File: config.mk
export PLATFORM = sky130hd
export DESIGN_NAME = scale_coord_gen
export DESIGN_NICKNAME = d
export VERILOG_FILES = /design/src/rtl/scg_pkg.sv /design/src/rtl/scg_axis_acc.sv /design/src/rtl/scg_raster_ctl.sv /design/src/rtl/scale_coord_gen.sv
export SDC_FILE = /design/constraint.sdc
export NUM_CORES = 1
export LEC_CHECK = 0
export BUFFER_PORTS_ARGS = -buffer_cell sky130_fd_sc_hd__buf_2
export CAP_MARGIN = 10
export CORE_MARGIN = 3
export CORE_UTILIZATION = 30
export CTS_BUF_LIST = sky130_fd_sc_hd__clkbuf_8
export CTS_CLUSTER_DIAMETER = 50
export DETAILED_ROUTE_END_ITERATION = 8
export MAX_ROUTING_LAYER = met4
export PLACE_DENSITY = 0.48
export SYNTH_ARGS = -nofsm -noshare
export SYNTH_HDL_FRONTEND = slang
export SYNTH_SLANG_ARGS = --single-unit
File: constraint.sdc
create_clock -name clk_i -period 4.45 [get_ports clk_i]
set_input_delay 0.2225 -clock clk_i [delete_from_list [all_inputs] [get_ports clk_i]]
set_output_delay 0.2225 -clock clk_i [all_outputs]
set_load 0.005 [all_outputs]
File: src/rtl/scg_pkg.sv
package scg_pkg;
  localparam int FRAC_W  = 12;
  localparam int SCALE_W = 15;
  localparam int FIELD_W = 8;

  typedef enum logic [1:0] {
    ST_IDLE,
    ST_RUN,
    ST_DONE
  } scg_state_e;
endpackage

File: src/rtl/scg_axis_acc.sv
module scg_axis_acc
  import scg_pkg::*;
#(
  parameter int INT_W = 16,
  parameter int BLK_N = 8
) (
  input  logic                 clk_i,
  input  logic                 rst_ni,
  input  logic                 load_i,
  input  logic                 step_en_i,
  input  logic [FIELD_W-1:0]   base_i,
  input  logic [SCALE_W-1:0]   step_i,
  output logic [INT_W-1:0]     int_o,
  output logic [FRAC_W-1:0]    frac_o
);
  localparam int ACC_W = INT_W + FRAC_W;

  logic [ACC_W-1:0] acc_q;
  logic [ACC_W-1:0] origin;

  assign origin = (ACC_W'(base_i) * ACC_W'(BLK_N)) << FRAC_W;

  always_ff @(posedge clk_i or negedge rst_ni) begin
    if (!rst_ni)        acc_q <= '0;
    else if (load_i)    acc_q <= origin;
    else if (step_en_i) acc_q <= acc_q + ACC_W'(step_i);
  end

  assign int_o  = acc_q[ACC_W-1:FRAC_W];
  assign frac_o = acc_q[FRAC_W-1:0];


  origin_frac_zero_chk: assert property (@(posedge clk_i) disable iff (!rst_ni)
    load_i |=> frac_o == '0);
endmodule

File: src/rtl/scg_raster_ctl.sv
module scg_raster_ctl #(
  parameter int CNT_W = 11
) (
  input  logic             clk_i,
  input  logic             rst_ni,
  input  logic             clr_i,
  input  logic             adv_i,
  input  logic [CNT_W-1:0] x_last_i,
  input  logic [CNT_W-1:0] y_last_i,
  output logic [CNT_W-1:0] x_o,
  output logic [CNT_W-1:0] y_o,
  output logic             line_end_o,
  output logic             frame_end_o
);
  logic [CNT_W-1:0] x_q, y_q;

  assign line_end_o  = (x_q == x_last_i);
  assign frame_end_o = line_end_o && (y_q == y_last_i);

  always_ff @(posedge clk_i or negedge rst_ni) begin
    if (!rst_ni) begin
      x_q <= '0;
      y_q <= '0;
    end else if (clr_i) begin
      x_q <= '0;
      y_q <= '0;
    end else if (adv_i) begin
      if (line_end_o) begin
        x_q <= '0;
        y_q <= y_q + CNT_W'(1);
      end else begin
        x_q <= x_q + CNT_W'(1);
      end
    end
  end

  assign x_o = x_q;
  assign y_o = y_q;


  row_wrap_chk: assert property (@(posedge clk_i) disable iff (!rst_ni)
    (adv_i && line_end_o && !clr_i) |=> x_q == '0);
endmodule

File: src/rtl/scale_coord_gen.sv
module scale_coord_gen
  import scg_pkg::*;
#(
  parameter int BLK_N = 8,
  parameter int INT_W = 16,
  localparam int CNT_W = FIELD_W + $clog2(BLK_N)
) (
  input  logic               clk_i,
  input  logic               rst_ni,
  input  logic               start_i,
  input  logic [31:0]        scale_i,
  input  logic [31:0]        crop_i,
  input  logic               ready_i,
  output logic               valid_o,
  output logic [INT_W-1:0]   src_x_o,
  output logic [INT_W-1:0]   src_y_o,
  output logic [FRAC_W-1:0]  frac_x_o,
  output logic [FRAC_W-1:0]  frac_y_o,
  output logic [CNT_W-1:0]   out_x_o,
  output logic [CNT_W-1:0]   out_y_o,
  output logic               eol_o,
  output logic               eof_o,
  output logic               busy_o,
  output logic               done_o
);
  scg_state_e state_q;

  logic [SCALE_W-1:0] step_x_q, step_y_q;
  logic [FIELD_W-1:0] org_x_q, org_y_q;
  logic [CNT_W-1:0]   x_last_q, y_last_q;

  logic [SCALE_W-1:0] in_step_x, in_step_y;
  logic [FIELD_W-1:0] in_org_x, in_org_y, in_w, in_h;
  logic               launch, degenerate, fire, line_end, frame_end;

  // field positions fixed by the crop/scale word layout
  assign in_step_x = scale_i[14:0];
  assign in_step_y = scale_i[30:16];
  assign in_org_x  = crop_i[31:24];
  assign in_org_y  = crop_i[23:16];
  assign in_w      = crop_i[15:8];
  assign in_h      = crop_i[7:0];

  assign launch     = (state_q == ST_IDLE) && start_i;
  assign degenerate = (in_step_x == '0) || (in_step_y == '0) || (in_w == '0) || (in_h == '0);
  assign valid_o    = (state_q == ST_RUN);
  assign fire       = valid_o && ready_i;

  always_ff @(posedge clk_i or negedge rst_ni) begin
    if (!rst_ni) begin
      state_q  <= ST_IDLE;
      step_x_q <= '0;
      step_y_q <= '0;
      org_x_q  <= '0;
      org_y_q  <= '0;
      x_last_q <= '0;
      y_last_q <= '0;
    end else begin
      unique case (state_q)
        ST_IDLE: if (start_i) begin
          step_x_q <= in_step_x;
          step_y_q <= in_step_y;
          org_x_q  <= in_org_x;
          org_y_q  <= in_org_y;
          x_last_q <= CNT_W'(in_w) * CNT_W'(BLK_N) - CNT_W'(1);
          y_last_q <= CNT_W'(in_h) * CNT_W'(BLK_N) - CNT_W'(1);
          state_q  <= degenerate ? ST_DONE : ST_RUN;
        end
        ST_RUN:  if (fire && frame_end) state_q <= ST_DONE;
        ST_DONE: state_q <= ST_IDLE;
        default: state_q <= ST_IDLE;
      endcase
    end
  end

  scg_raster_ctl #(.CNT_W(CNT_W)) u_raster (
    .clk_i       (clk_i),
    .rst_ni      (rst_ni),
    .clr_i       (launch),
    .adv_i       (fire),
    .x_last_i    (x_last_q),
    .y_last_i    (y_last_q),
    .x_o         (out_x_o),
    .y_o         (out_y_o),
    .line_end_o  (line_end),
    .frame_end_o (frame_end)
  );

  scg_axis_acc #(.INT_W(INT_W), .BLK_N(BLK_N)) u_acc_x (
    .clk_i     (clk_i),
    .rst_ni    (rst_ni),
    .load_i    (launch || (fire && line_end)),
    .step_en_i (fire),
    .base_i    (launch ? in_org_x : org_x_q),
    .step_i    (step_x_q),
    .int_o     (src_x_o),
    .frac_o    (frac_x_o)
  );

  scg_axis_acc #(.INT_W(INT_W), .BLK_N(BLK_N)) u_acc_y (
    .clk_i     (clk_i),
    .rst_ni    (rst_ni),
    .load_i    (launch),
    .step_en_i (fire && line_end),
    .base_i    (in_org_y),
    .step_i    (step_y_q),
    .int_o     (src_y_o),
    .frac_o    (frac_y_o)
  );

  assign eol_o  = valid_o && line_end;
  assign eof_o  = valid_o && frame_end;
  assign busy_o = valid_o;
  assign done_o = (state_q == ST_DONE);


  hold_on_stall_chk: assert property (@(posedge clk_i) disable iff (!rst_ni)
    (valid_o && !ready_i) |=> (valid_o && $stable(src_x_o) && $stable(frac_x_o)
                               && $stable(src_y_o) && $stable(out_x_o) && $stable(out_y_o)));

  eof_in_eol_chk: assert property (@(posedge clk_i) disable iff (!rst_ni)
    eof_o |-> eol_o);

  done_after_last_chk: assert property (@(posedge clk_i) disable iff (!rst_ni)
    (eof_o && ready_i) |=> (done_o && !valid_o));

  done_pulse_chk: assert property (@(posedge clk_i) disable iff (!rst_ni)
    done_o |=> !done_o);

  ignore_busy_start_chk: assert property (@(posedge clk_i) disable iff (!rst_ni)
    (valid_o && start_i && !ready_i) |=> (valid_o && $stable(out_x_o) && $stable(src_x_o)));
endmodule

**After elaboration in Yosys (flattened, before gate mapping)**

Cells that the tools add are included.
W data, S select, Z words.

- Input port bits: 68
- Output and inout port bits: 83
- Logic and storage cells: 60
- Bits in registers: 140

- Reduce and logical (&&, ||, !) cells: 23
- Multiplexer cells: 15
- Add/sub/neg operators: 6
- Equality and inequality tests: 6

Operators by type and width:

| cell | number |
|---|---|
| $mux W28 | 4 |
| $mux W11 | 6 |
| $add A28 B15 Y28 | 2 |
| $logic_not A15 Y1 | 2 |
| $add A11 B1 Y11 const B | 2 |
| $eq A11 B11 Y1 | 2 |
| $sub A11 B1 Y11 const B | 2 |
| $logic_not A8 Y1 | 2 |
| $mux W8 | 1 |
| $reduce_bool A2 Y1 | 4 |
| $logic_and A1 B1 Y1 | 7 |
| $mux W2 | 3 |
| $reduce_and A2 Y1 | 3 |
| $logic_or A1 B1 Y1 | 4 |
| $pmux W2 S2 | 1 |
| $eq A2 B1 Y1 const B | 1 |
| $eq A2 B2 Y1 const B | 1 |
| $logic_not A2 Y1 | 1 |
| $ne A2 B1 Y1 const B | 1 |
| $ne A2 B2 Y1 const B | 1 |

**Longest topological paths before layout**

Gate-level depths: netlist of the first run.

- Depth in word-level cells: 7
- Depth in mapped cells: 9
- Depth with buffers taken out: 9

**Cells and area by module**

From an unflattened synthesis of the first run, not the netlist that was laid out.

- Cells, all modules: 890
- Area, all modules: 8095.3 µm²

Modules (own cells, without submodules):

| module | times used | sequential area each (µm²) | area each (µm²) | cells each |
|---|---|---|---|---|
| scg_axis_acc | 2 | 700.7 | 2059.5 | 226 |
| scale_coord_gen | 1 | 1426.4 | 2462.4 | 278 |
| scg_raster_ctl | 1 | 550.5 | 1514.0 | 160 |

**Worst setup path after synthesis of the first run**

Ideal clock, no wire load.

- Path kind: reg2reg
- From: register u_acc_x.acc_q[0]
- To: register u_acc_x.acc_q[16]
- Required time: 4324 ps
- Buffers on the path: 1
- Path slack: 2061 ps
- Setup time: 126 ps
- Arrival time: 2263 ps
- Clock period less this slack: 2389 ps
- Cell stages (with the launch flop): 10
- Path through: dfrtp_1 ha_1 fa_1 a21oi_1 nor3b_1 o21ai_0 a211o_1 clkbuf_1 a21oi_1 a311o_1

- Longest elaborated chain between the ends: 3

RTL lines:

| element | RTL line | source |
|---|---|---|
| start: declaration | scg_axis_acc.sv:18 | `logic [ACC_W-1:0] acc_q;` |
| start signal: assignment | scg_axis_acc.sv:25 | `else if (load_i) acc_q <= origin;` |
| start signal: assignment | scg_axis_acc.sv:26 | `else if (step_en_i) acc_q <= acc_q + ACC_W'(step_i);` |
| $add A28 B15 Y28 | scg_axis_acc.sv:26 |  |
| $mux W28 | scg_axis_acc.sv:26 |  |
| $mux W28 | scg_axis_acc.sv:25 |  |

Every way passes these cells. The select of a mux whose other input is x is not followed.
A chain may end at the register's enable or synchronous reset.

**Final worst setup path of the first run**

- From: register u_acc_y.acc_q[0]
- To: register u_acc_y.acc_q[20]

- Longest elaborated chain between the ends: 3

RTL lines:

| element | RTL line |
|---|---|
| start: declaration | scg_axis_acc.sv:18 |
| start signal: assignment | scg_axis_acc.sv:25 |
| start signal: assignment | scg_axis_acc.sv:26 |
| $add A28 B15 Y28 | scg_axis_acc.sv:26 |
| $mux W28 | scg_axis_acc.sv:26 |
| $mux W28 | scg_axis_acc.sv:25 |

Every way passes these cells. The select of a mux whose other input is x is not followed.

==> results of run 1 <==
==> cell families (layout without fill, tap and decap cells) <==
family                   Yosys count  count (layout)  synth area share [%]
AO/OA/AOI/OAI                    208             208                  17.3
multiplexers                      13              13                  1.66
adder cells (fa/ha/maj)           37              37                  5.88
XOR/XNOR                          60              60                  6.47
AND/OR/NAND/NOR                  414             414                  24.0
flip-flops                       135             135                  41.6
buffers and inverters             58             242                  3.10
other                              0               2                     0
==> worst max-delay path by stage <==
stage	start	to	slack, ns	cells after the start
3_5_place_dp	u_acc_y.acc_q[0]	u_acc_y.acc_q[20]	1.66	9
6_report	u_acc_y.acc_q[0]	u_acc_y.acc_q[20]	1.65	9
3_3_place_gp	u_raster.x_o[0]	u_acc_y.acc_q[16]	1.67	7
4_1_cts	u_raster.x_o[0]	u_acc_y.acc_q[16]	1.66	7
5_1_grt	x_last_q[2]	u_acc_y.acc_q[16]	1.41	7
2_1_floorplan	u_acc_x.acc_q[0]	u_acc_x.acc_q[16]	2.06	9
==> per-layer routing <==
metal | up-vias | share of wire [%]
met5 | - | 0
met4 | 0 | 1.5
met3 | 20 | 4.3
met2 | 164 | 45
met1 | 3539 | 49
li1 | 3657 | -
==> power by group through the flow <==
stage               combinational [mW]  sequential [mW]  clock (mW)
floorplan                         1.72             1.88           0
global placement                  2.37             1.96           0
detailed placement                2.38             1.97           0
CTS                               2.42             1.95        1.13
global route                      2.72             2.00        1.18
finish                            2.39             1.95        1.09
==> tightest hold or removal path: stages <==
cell	delay, ns
buf_2	0.09
a22oi_1	0.06
o21ai_0	0.07
==> timing repair <==
item                                   CTS  global route
setup endpoints to repair                0             0
buffers inserted                         0             0
endpoints found under the hold margin  114             0
hold buffers                            34             0
==> cell type report <==
| class | count | area [um2] |
|---|---|---|
| Antenna cell | 2 | 5.00 |
| Clock buffer | 19 | 262 |
| Clock inverter | 11 | 149 |
| Fill cell | 2717 | 16400 |
| Inverter | 18 | 67.6 |
| Multi-Input combinational cell | 732 | 4510 |
| Sequential cell | 135 | 3380 |
| Tap cell | 335 | 419 |
| Timing Repair Buffer | 194 | 1180 |
==> stage by stage <==
step	area, um2	utilization (%)	hold WS [ns]
after floorplan	8130	-	-0.0731
after global placement	9210	35.0	0.366
after detailed placement	9210	35.0	0.363
after CTS	9960	37.8	0.00310
after global routing	9970	37.8	0.0114
final	9970	37.8	0.0213
==> layout by cell type, fill, tap and decap left out, types with 4 or more instances in the layout <==
cell,netlist,routed
and2_1,5,4
ha_1,35,35
buf_4,2,12
a21o_1,12,12
a21oi_1,32,31
inv_1,18,18
o22ai_1,5,5
nor4_1,9,8
mux2i_1,9,9
a211oi_1,7,7
o21ai_0,69,69
nor3_1,24,24
a31oi_1,6,6
nand2b_1,14,14
clkbuf_8,0,19
buf_2,9,147
nor2_1,51,51
nand3_1,22,22
or4_1,8,8
nor2b_1,5,5
a22o_1,17,17
and3_1,24,24
mux2_2,4,4
nand4_1,20,20
a221o_1,4,4
dlygate4sd3_1,0,34
or2_2,4,4
dfrtp_1,135,135
o211ai_1,9,9
nand2_1,208,207
xnor2_1,46,46
o21a_1,6,6
xor2_1,14,14
nor4_2,6,7
==> flip-flops by register name, summed over array words and instances, names as in the netlist <==
name / cells
u_acc_x.acc_q: 28
u_acc_y.acc_q: 28
step_x_q: 15
step_y_q: 15
u_raster.x_o: 11
u_raster.y_o: 11
x_last_q: 9
org_x_q: 8
y_last_q: 8
state_q: 2
==> impl_metrics.toml, run 1 <==
[critical_path]
critPathTopFamily = "compound AO/OA/AOI/OAI gates"
worst_setup_path_start_kind = "register"
timing.rr.end = "u_acc_y.acc_q[20]"
crit_path_end_kind = "register"
crit_fanout = 5
worstPathCellList = "ha_1 > inv_1 > fa_1 > nand2b_1 > a21oi_1 > o211ai_1 > a31oi_1 > o21ai_0 > a21o_1"
cp.buffers_inverters = 1
rr_worst_depth = 9
slowest_delay_ns = 0.47
r2r_setup_slack_ns = 1.65
r2r_start = "u_acc_y.acc_q[0]"
path_class = "register to register"
crit_arrival_ns = 3.16
crit_slowest_cell = "a31oi_1"
required_ns = 4.81

[hold_path]
min_path_type = "primary input to register"
hold_depth = 3
hp-start = "crop_i[19]"
hold-path-endpoint = "u_acc_y.acc_q[18]"

[floorplan]
start_util_pct = 30.8
top_level_ports = 151
fp.dieW_um = 171
row_count = 59
die_y_um = 171
die_area_um2 = 29100
design.core.area_um2 = 26400

[placed_design]
dpl.cell_count = 1380
gp_congestion = 0.778
numPortBuffers = 148
dp_hpwl_um = 18300
post-place-ws_ns = 1.66

[cts]
cts_resized = 0
insertion_delay_ns = 0.46
cts.sinks = 135
clockBufferDepth = 2
cts_tree = "built"
cts-htree-levels = 4
cts_made_buffers = 17
cts-root-buf = "clkbuf_8"
clk_pin_slew_ns = 0.09

[sta]
grt_setup_unrepaired = "no"
max_clock_freq_mhz = 358
finClkSkew_ns = 0.0238
fin_crit_sh_pct = 62.8
period_needed_ns = 2.80
worst_pin_slew_ns = 0.859
slew_violations = 0
final_hold_viol_count = 0
layout_setup_ws_ns = 1.65
finalSetupTns_ns = 0
relSlewSlack_pct = 42.5
setup_viol = 0

[outcome]
status = "complete, no violations"

[grt]
gr-total-overflow = 0
top_usage_layer = "met2"
grt_first_pass_wirelength_um = 40200
grt_pass1_vias = 7326
antenna_found_initial = 2
globalRouteMet3Util_pct = 3.65
track_usage_pct = 18.1
use_met1_pct = 24.9
grt_max_degree = 84
grtUsageMet2_pct = 27.5

[power]
p_seq_share_pct = 35.9
power_mw = 5.43
peakVddDrop_mv = 0.238
switchingPower_mw = 2.25
intPower_mw = 3.18
pwr-share-comb_pct = 44.0
clock_power_share_pct = 20.1
switching_share_pct = 41.5
p_leak_nw = 4.74
p_per_area_nw_per_um2 = 545

[yosys]
synth_seq_cells = 135
ys_types = 69
synth_edf_count = 0
syn_nets = 1030
synth_top_area_share_pct = 41.6
syn_area_um2 = 8130
synth_most_common_cell = "nand2_1"
syn_area_per_cell_um2 = 8.78
yosysSeqAreaShare_pct = 41.6
synthFlopType = "dfrtp_1"
synthCells = 925
yosysTopAreaCell = "dfrtp_1"
yosysWarningCount = 0
synthTopCellsByCount = "208 x nand2_1, 135 x dfrtp_1, 69 x o21ai_0, 51 x nor2_1, 46 x xnor2_1"
synth_area_leaders = "dfrtp_1 42%, nand2_1 9.6%, ha_1 5.4%, xnor2_1 5.0%, o21ai_0 4.3%"
synthArstFlopShare_pct = 100

[finish]
drive_gt1_share_pct = 19.2
nets = 1203
syn_to_final_growth_pct = 22.7
stdcell_count = 1446

[route]
first_pass_iters = 5
via_count = 7380
remaining_drc_errors = 0
drtIter0Drc = 372
postRouteAntennaNets = 0
drt-total-wl_um = 25300
routedWlPerCell_um = 17.5
vias_per_cell = 5.10

[run]
cap_violations = 0
Note: power is estimated with default switching activity, not from simulation.
==> run 2: changes to the inputs <==
- PLACE_DENSITY: 0.48 -> 0.5
- clock period: 4.45 -> 2.5 ns (I/O delays scaled with it)
==> impl_metrics.toml, run 2 (synthesis results as in run 1) <==
[outcome]
status = "complete, no violations"

[floorplan]
top_level_ports = 151
design.core.area_um2 = 26400
start_util_pct = 30.8
die_area_um2 = 29100
die_y_um = 171
row_count = 59
fp.dieW_um = 171

[critical_path]
critPathTopFamily = "compound AO/OA/AOI/OAI gates"
rr_worst_depth = 8
crit_path_end_kind = "register"
path_class = "register to register"
worst_setup_path_start_kind = "register"
cp.buffers_inverters = 1
crit_arrival_ns = 2.73
r2r_setup_slack_ns = 0.11
timing.rr.end = "u_acc_y.acc_q[20]"
crit_slowest_cell = "o21ai_1"
crit_fanout = 5
r2r_start = "u_acc_y.acc_q[6]"
slowest_delay_ns = 0.41
required_ns = 2.85
worstPathCellList = "ha_1 > a21oi_1 > nor2_1 > o21ai_1 > a31oi_1 > buf_4 > a32o_1 > a21o_1"

[sta]
period_needed_ns = 2.39
fin_crit_sh_pct = 95.5
slew_violations = 0
finClkSkew_ns = 0.0153
holdWs_ns = 0.0204
worst_pin_slew_ns = 0.600
relSlewSlack_pct = 60.0
final_hold_viol_count = 0
setup_viol = 0
grt_setup_unrepaired = "yes"
max_clock_freq_mhz = 419

[finish]
nets = 1270
stdcell_count = 1514
reg_top3 = "u_acc_x.acc_q x28, u_acc_y.acc_q x28"
layout_common_cells = "207 x nand2_1, 147 x buf_2, 135 x dfrtp_1, 66 x o21ai_0, 58 x dlygate4sd3_1"
drive_gt1_share_pct = 23.5
syn_to_final_growth_pct = 31.1
final_common_cell = "nand2_1"

[placed_design]
numPortBuffers = 148
gp_congestion = 0.873
dp_hpwl_um = 18900
dpl.cell_count = 1420

[route]
routedWlPerCell_um = 17.0
postRouteAntennaNets = 0
drt-total-wl_um = 25700
first_pass_iters = 5
via_count = 7588
remaining_drc_errors = 0
vias_per_cell = 5.01
drtIter0Drc = 388

[cts]
cts_made_buffers = 17
cts.sinks = 135
insertion_delay_ns = 0.45
cts-root-buf = "clkbuf_8"
cts_tree = "built"
cts-htree-levels = 4
clockBufferDepth = 2
clk_pin_slew_ns = 0.09

[run]
cap_violations = 0

[power]
peakVddDrop_mv = 0.301
p_per_area_nw_per_um2 = 943
power_mw = 10.0
p_leak_nw = 5.05

[grt]
grt_pass1_vias = 7632
track_usage_pct = 18.5
grt_first_pass_wirelength_um = 41500
gr-total-overflow = 0
antenna_found_initial = 1
grt_max_degree = 50

[hold_path]
hold_depth = 3
hold-path-endpoint = "y_last_q[7]"
min_path_type = "primary input to register"
hp-start = "crop_i[4]"
-- run 2: worst max-delay path by stage --
| stage | from | endpoint | cells past startpoint |
|---|---|---|---|
| after floorplan | u_acc_x.acc_q[0] | u_acc_x.acc_q[16] | 9 |
| after global placement | u_acc_y.acc_q[6] | u_acc_y.acc_q[20] | 8 |
| after detailed placement | u_acc_x.acc_q[0] | u_acc_x.acc_q[14] | 9 |
| after CTS | u_acc_x.acc_q[0] | u_acc_x.acc_q[14] | 9 |
| after global routing | u_acc_y.acc_q[6] | u_acc_y.acc_q[20] | 8 |
| final | u_acc_y.acc_q[6] | u_acc_y.acc_q[20] | 8 |
-- run 2: what timing repair did --
item | in CTS | in global routing
endpoints found under the setup margin | 2 | 27
buffers inserted | 0 | 3
gates resized for setup | 1 | 26
hold endpoints to repair | 103 | 0
hold buffers | 58 | 0
pin swaps | 0 | 9
-- run 2: cell type report --
type	instances	area [um2]
Antenna cell	1	2.50
Clock buffer	18	248
Clock inverter	14	135
Fill cell	2656	15700
Inverter	18	67.6
Multi-Input combinational cell	732	4630
Sequential cell	135	3380
Tap cell	335	419
Timing Repair Buffer	261	1770
-- run 2: through the flow --
step | setup TNS (ns) | cell area [um2] | setup WS [ns] | utilization [%]
after floorplan | 0 | 8130 | 0.111 | -
after global placement | 0 | 9540 | 0.0437 | 36.2
after detailed placement | 0 | 9540 | 0.0299 | 36.2
after CTS | 0 | 10500 | 0.00592 | 39.9
after global routing | -0.0381 | 10600 | -0.0315 | 40.4
final | 0 | 10600 | 0.112 | 40.4
-- run 2: per-layer routing --
metal / up-vias / global-route usage [%] / wire length [um]
met5: - / - / 0
met4: 0 / 4.80 / 400
met3: 24 / 3.07 / 939
met2: 137 / 28.2 / 11600
met1: 3643 / 25.6 / 12800
li1: 3784 / - / -
-- run 2: tightest hold or removal path, cell delays in order --
cell     delay [ns]
buf_2          0.10
xor2_1         0.06
o21ai_0        0.15
-- run 2: power by group --
| part | switching (mW) | internal (mW) |
|---|---|---|
| logic | 2.65 | 2.13 |
| registers | 0.612 | 2.86 |
| clock network | 0.902 | 0.898 |
| total | 4.16 | 5.88 |
==> run 3: changes to the inputs <==
- GPL_TIMING_DRIVEN: not set -> 0
- PLACE_DENSITY: 0.5 -> 0.48
- clock period: 2.5 -> 2.4 ns (I/O delays scaled with it)
==> impl_metrics.toml, run 3 (synthesis results as in run 1) <==
[outcome]
status = "complete, no violations"

[finish]
design_area_um2 = 11000
ff_latch_area_um2 = 3380
final_common_cell = "nand2_1"
drive_gt1_share_pct = 26.3
reg_top3 = "u_acc_x.acc_q x28, u_acc_y.acc_q x28"
fill_cells = 2664
syn_to_final_growth_pct = 34.8
final_util_pct = 41.6
diodes = 0
layout_common_cells = "207 x nand2_1, 157 x buf_2, 133 x dfrtp_1, 62 x o21ai_0, 62 x dlygate4sd3_1"
nets = 1284
multi_input_area_um2 = 4860

[power]
intPower_mw = 6.35
p_per_area_nw_per_um2 = 1000
p_leak_nw = 5.11
pwr-share-comb_pct = 48.8
clock_power_share_pct = 17.9
peakVddDrop_mv = 0.345
power_mw = 11.0
p_seq_share_pct = 33.3
switchingPower_mw = 4.61
switching_share_pct = 42.1

[placed_design]
gp_congestion = 0.826
dpl-instance-area_um2 = 9320
post-place-ws_ns = -0.662
dp_hpwl_um = 19700
numPortBuffers = 148

[route]
via_count = 7863
remaining_drc_errors = 0
vias_per_cell = 5.15
drtIter0Drc = 471
drt-total-wl_um = 27600
first_pass_iters = 5
routedWlPerCell_um = 18.1
postRouteAntennaNets = 0

[critical_path]
worst_setup_path_start_kind = "register"
path_class = "register to register"
crit_fanout = 5
critPathTopFamily = "compound AO/OA/AOI/OAI gates"
crit_path_end_kind = "register"
crit_slowest_cell = "dfrtp_1"
required_ns = 2.74
crit_arrival_ns = 2.66
worstPathCellList = "ha_4 > inv_2 > fa_2 > nand2b_4 > a21oi_4 > o211ai_1 > a31oi_2 > buf_4 > a21o_1 > a21oi_2"
slowest_delay_ns = 0.40
cp.buffers_inverters = 2
cp_num_cells = 10
rr_worst_depth = 10
r2r_setup_slack_ns = 0.07

[cts]
clk_pin_slew_ns = 0.08
cts.sinks = 135
cts_made_buffers = 17
cts-root-buf = "clkbuf_8"
cts_tree = "built"
clockBufferDepth = 2
insertion_delay_ns = 0.45
cts-htree-levels = 4

[sta]
slew_violations = 0
grt_setup_unrepaired = "yes"
max_clock_freq_mhz = 430
finClkSkew_ns = 0.0150
finalSetupTns_ns = 0
fin_crit_sh_pct = 96.9
worst_pin_slew_ns = 0.686
layout_setup_ws_ns = 0.0747
period_needed_ns = 2.33
final_hold_viol_count = 0
setup_viol = 0
relSlewSlack_pct = 54.3

[floorplan]
die_y_um = 171
row_count = 59
start_util_pct = 30.8
fp.dieW_um = 171
die_area_um2 = 29100
design.core.area_um2 = 26400
top_level_ports = 151

[grt]
antenna_found_initial = 0
grt_max_degree = 78
grt_pass1_vias = 7679
track_usage_pct = 19.7
gr-total-overflow = 0
grt_first_pass_wirelength_um = 43300

[hold_path]
hold_depth = 4
min_path_type = "primary input to register"

[run]
cap_violations = 0
-- run 3: cell types whose count changed in the layout (fill, tap and decap cells not counted), sizes merged --
cell / delta
inv: +1
clkinv: -2
dlygate4sd3: +4
clkinvlp: -1
buf: -9
clkbuf: +21
diode: -1
-- run 3: path summary, 6_finish.rpt --
path / end / start
setup / recovery: u_acc_y.acc_q[26] / step_y_q[0]
hold / removal: y_last_q[6] / crop_i[1]
setup reg to reg: u_acc_y.acc_q[26] / step_y_q[0]
hold reg to reg: org_x_q[6] / org_x_q[6]
max in group asynchronous: step_x_q[1] / rst_ni
min in group asynchronous: step_y_q[4] / rst_ni
-- run 3: timing repair --
item                                   CTS  global route
pin swaps                               13            26
gates resized for setup                 54            53
endpoints found under the hold margin  119             0
hold buffers                            62             0
setup endpoints to repair              106            80
buffers inserted                        17            12
-- run 3: metal layers --
layer | GRT usage, % | vias up | part of all wire (%)
met4 | 5.89 | 0 | 2.0
met2 | 29.6 | 191 | 44
met3 | 3.12 | 33 | 4.1
met1 | 27.4 | 3814 | 49
li1 | - | 3825 | -
met5 | - | - | 0
-- run 3: layout make-up --
type / instances / area share, %
Clock buffer: 20 / 2.51
Tap cell: 335 / 3.83
Buffer: 35 / 1.76
Inverter: 18 / 0.617
Sequential cell: 135 / 30.9
Clock inverter: 12 / 1.15
Multi-Input combinational cell: 732 / 44.4
Timing Repair Buffer: 240 / 14.9
-- run 3: power by group through the flow --
stage          Sequential [mW]  Clock (mW)  Combinational, mW
6_report                  3.65        1.96               5.35
5_1_grt                   3.75        2.11               5.97
4_1_cts                   3.61        2.03               5.08
3_5_place_dp              3.65           0               4.56
3_3_place_gp              3.65           0               4.52
2_1_floorplan             3.49           0               3.19
-- run 3: worst min-delay path, stage by stage --
cell and delay (ns):
buf_2 0.11, nor3_1 0.06, xnor2_1 0.12, o21ai_0 0.06
-- run 3: stage by stage --
step                hold WS (ns)  cells
global route              0.0879   1527
CTS                       0.0423   1516
finish                    0.0640   1527
floorplan                 -0.176    925
detailed placement         0.158   1409
global placement           0.332   1408
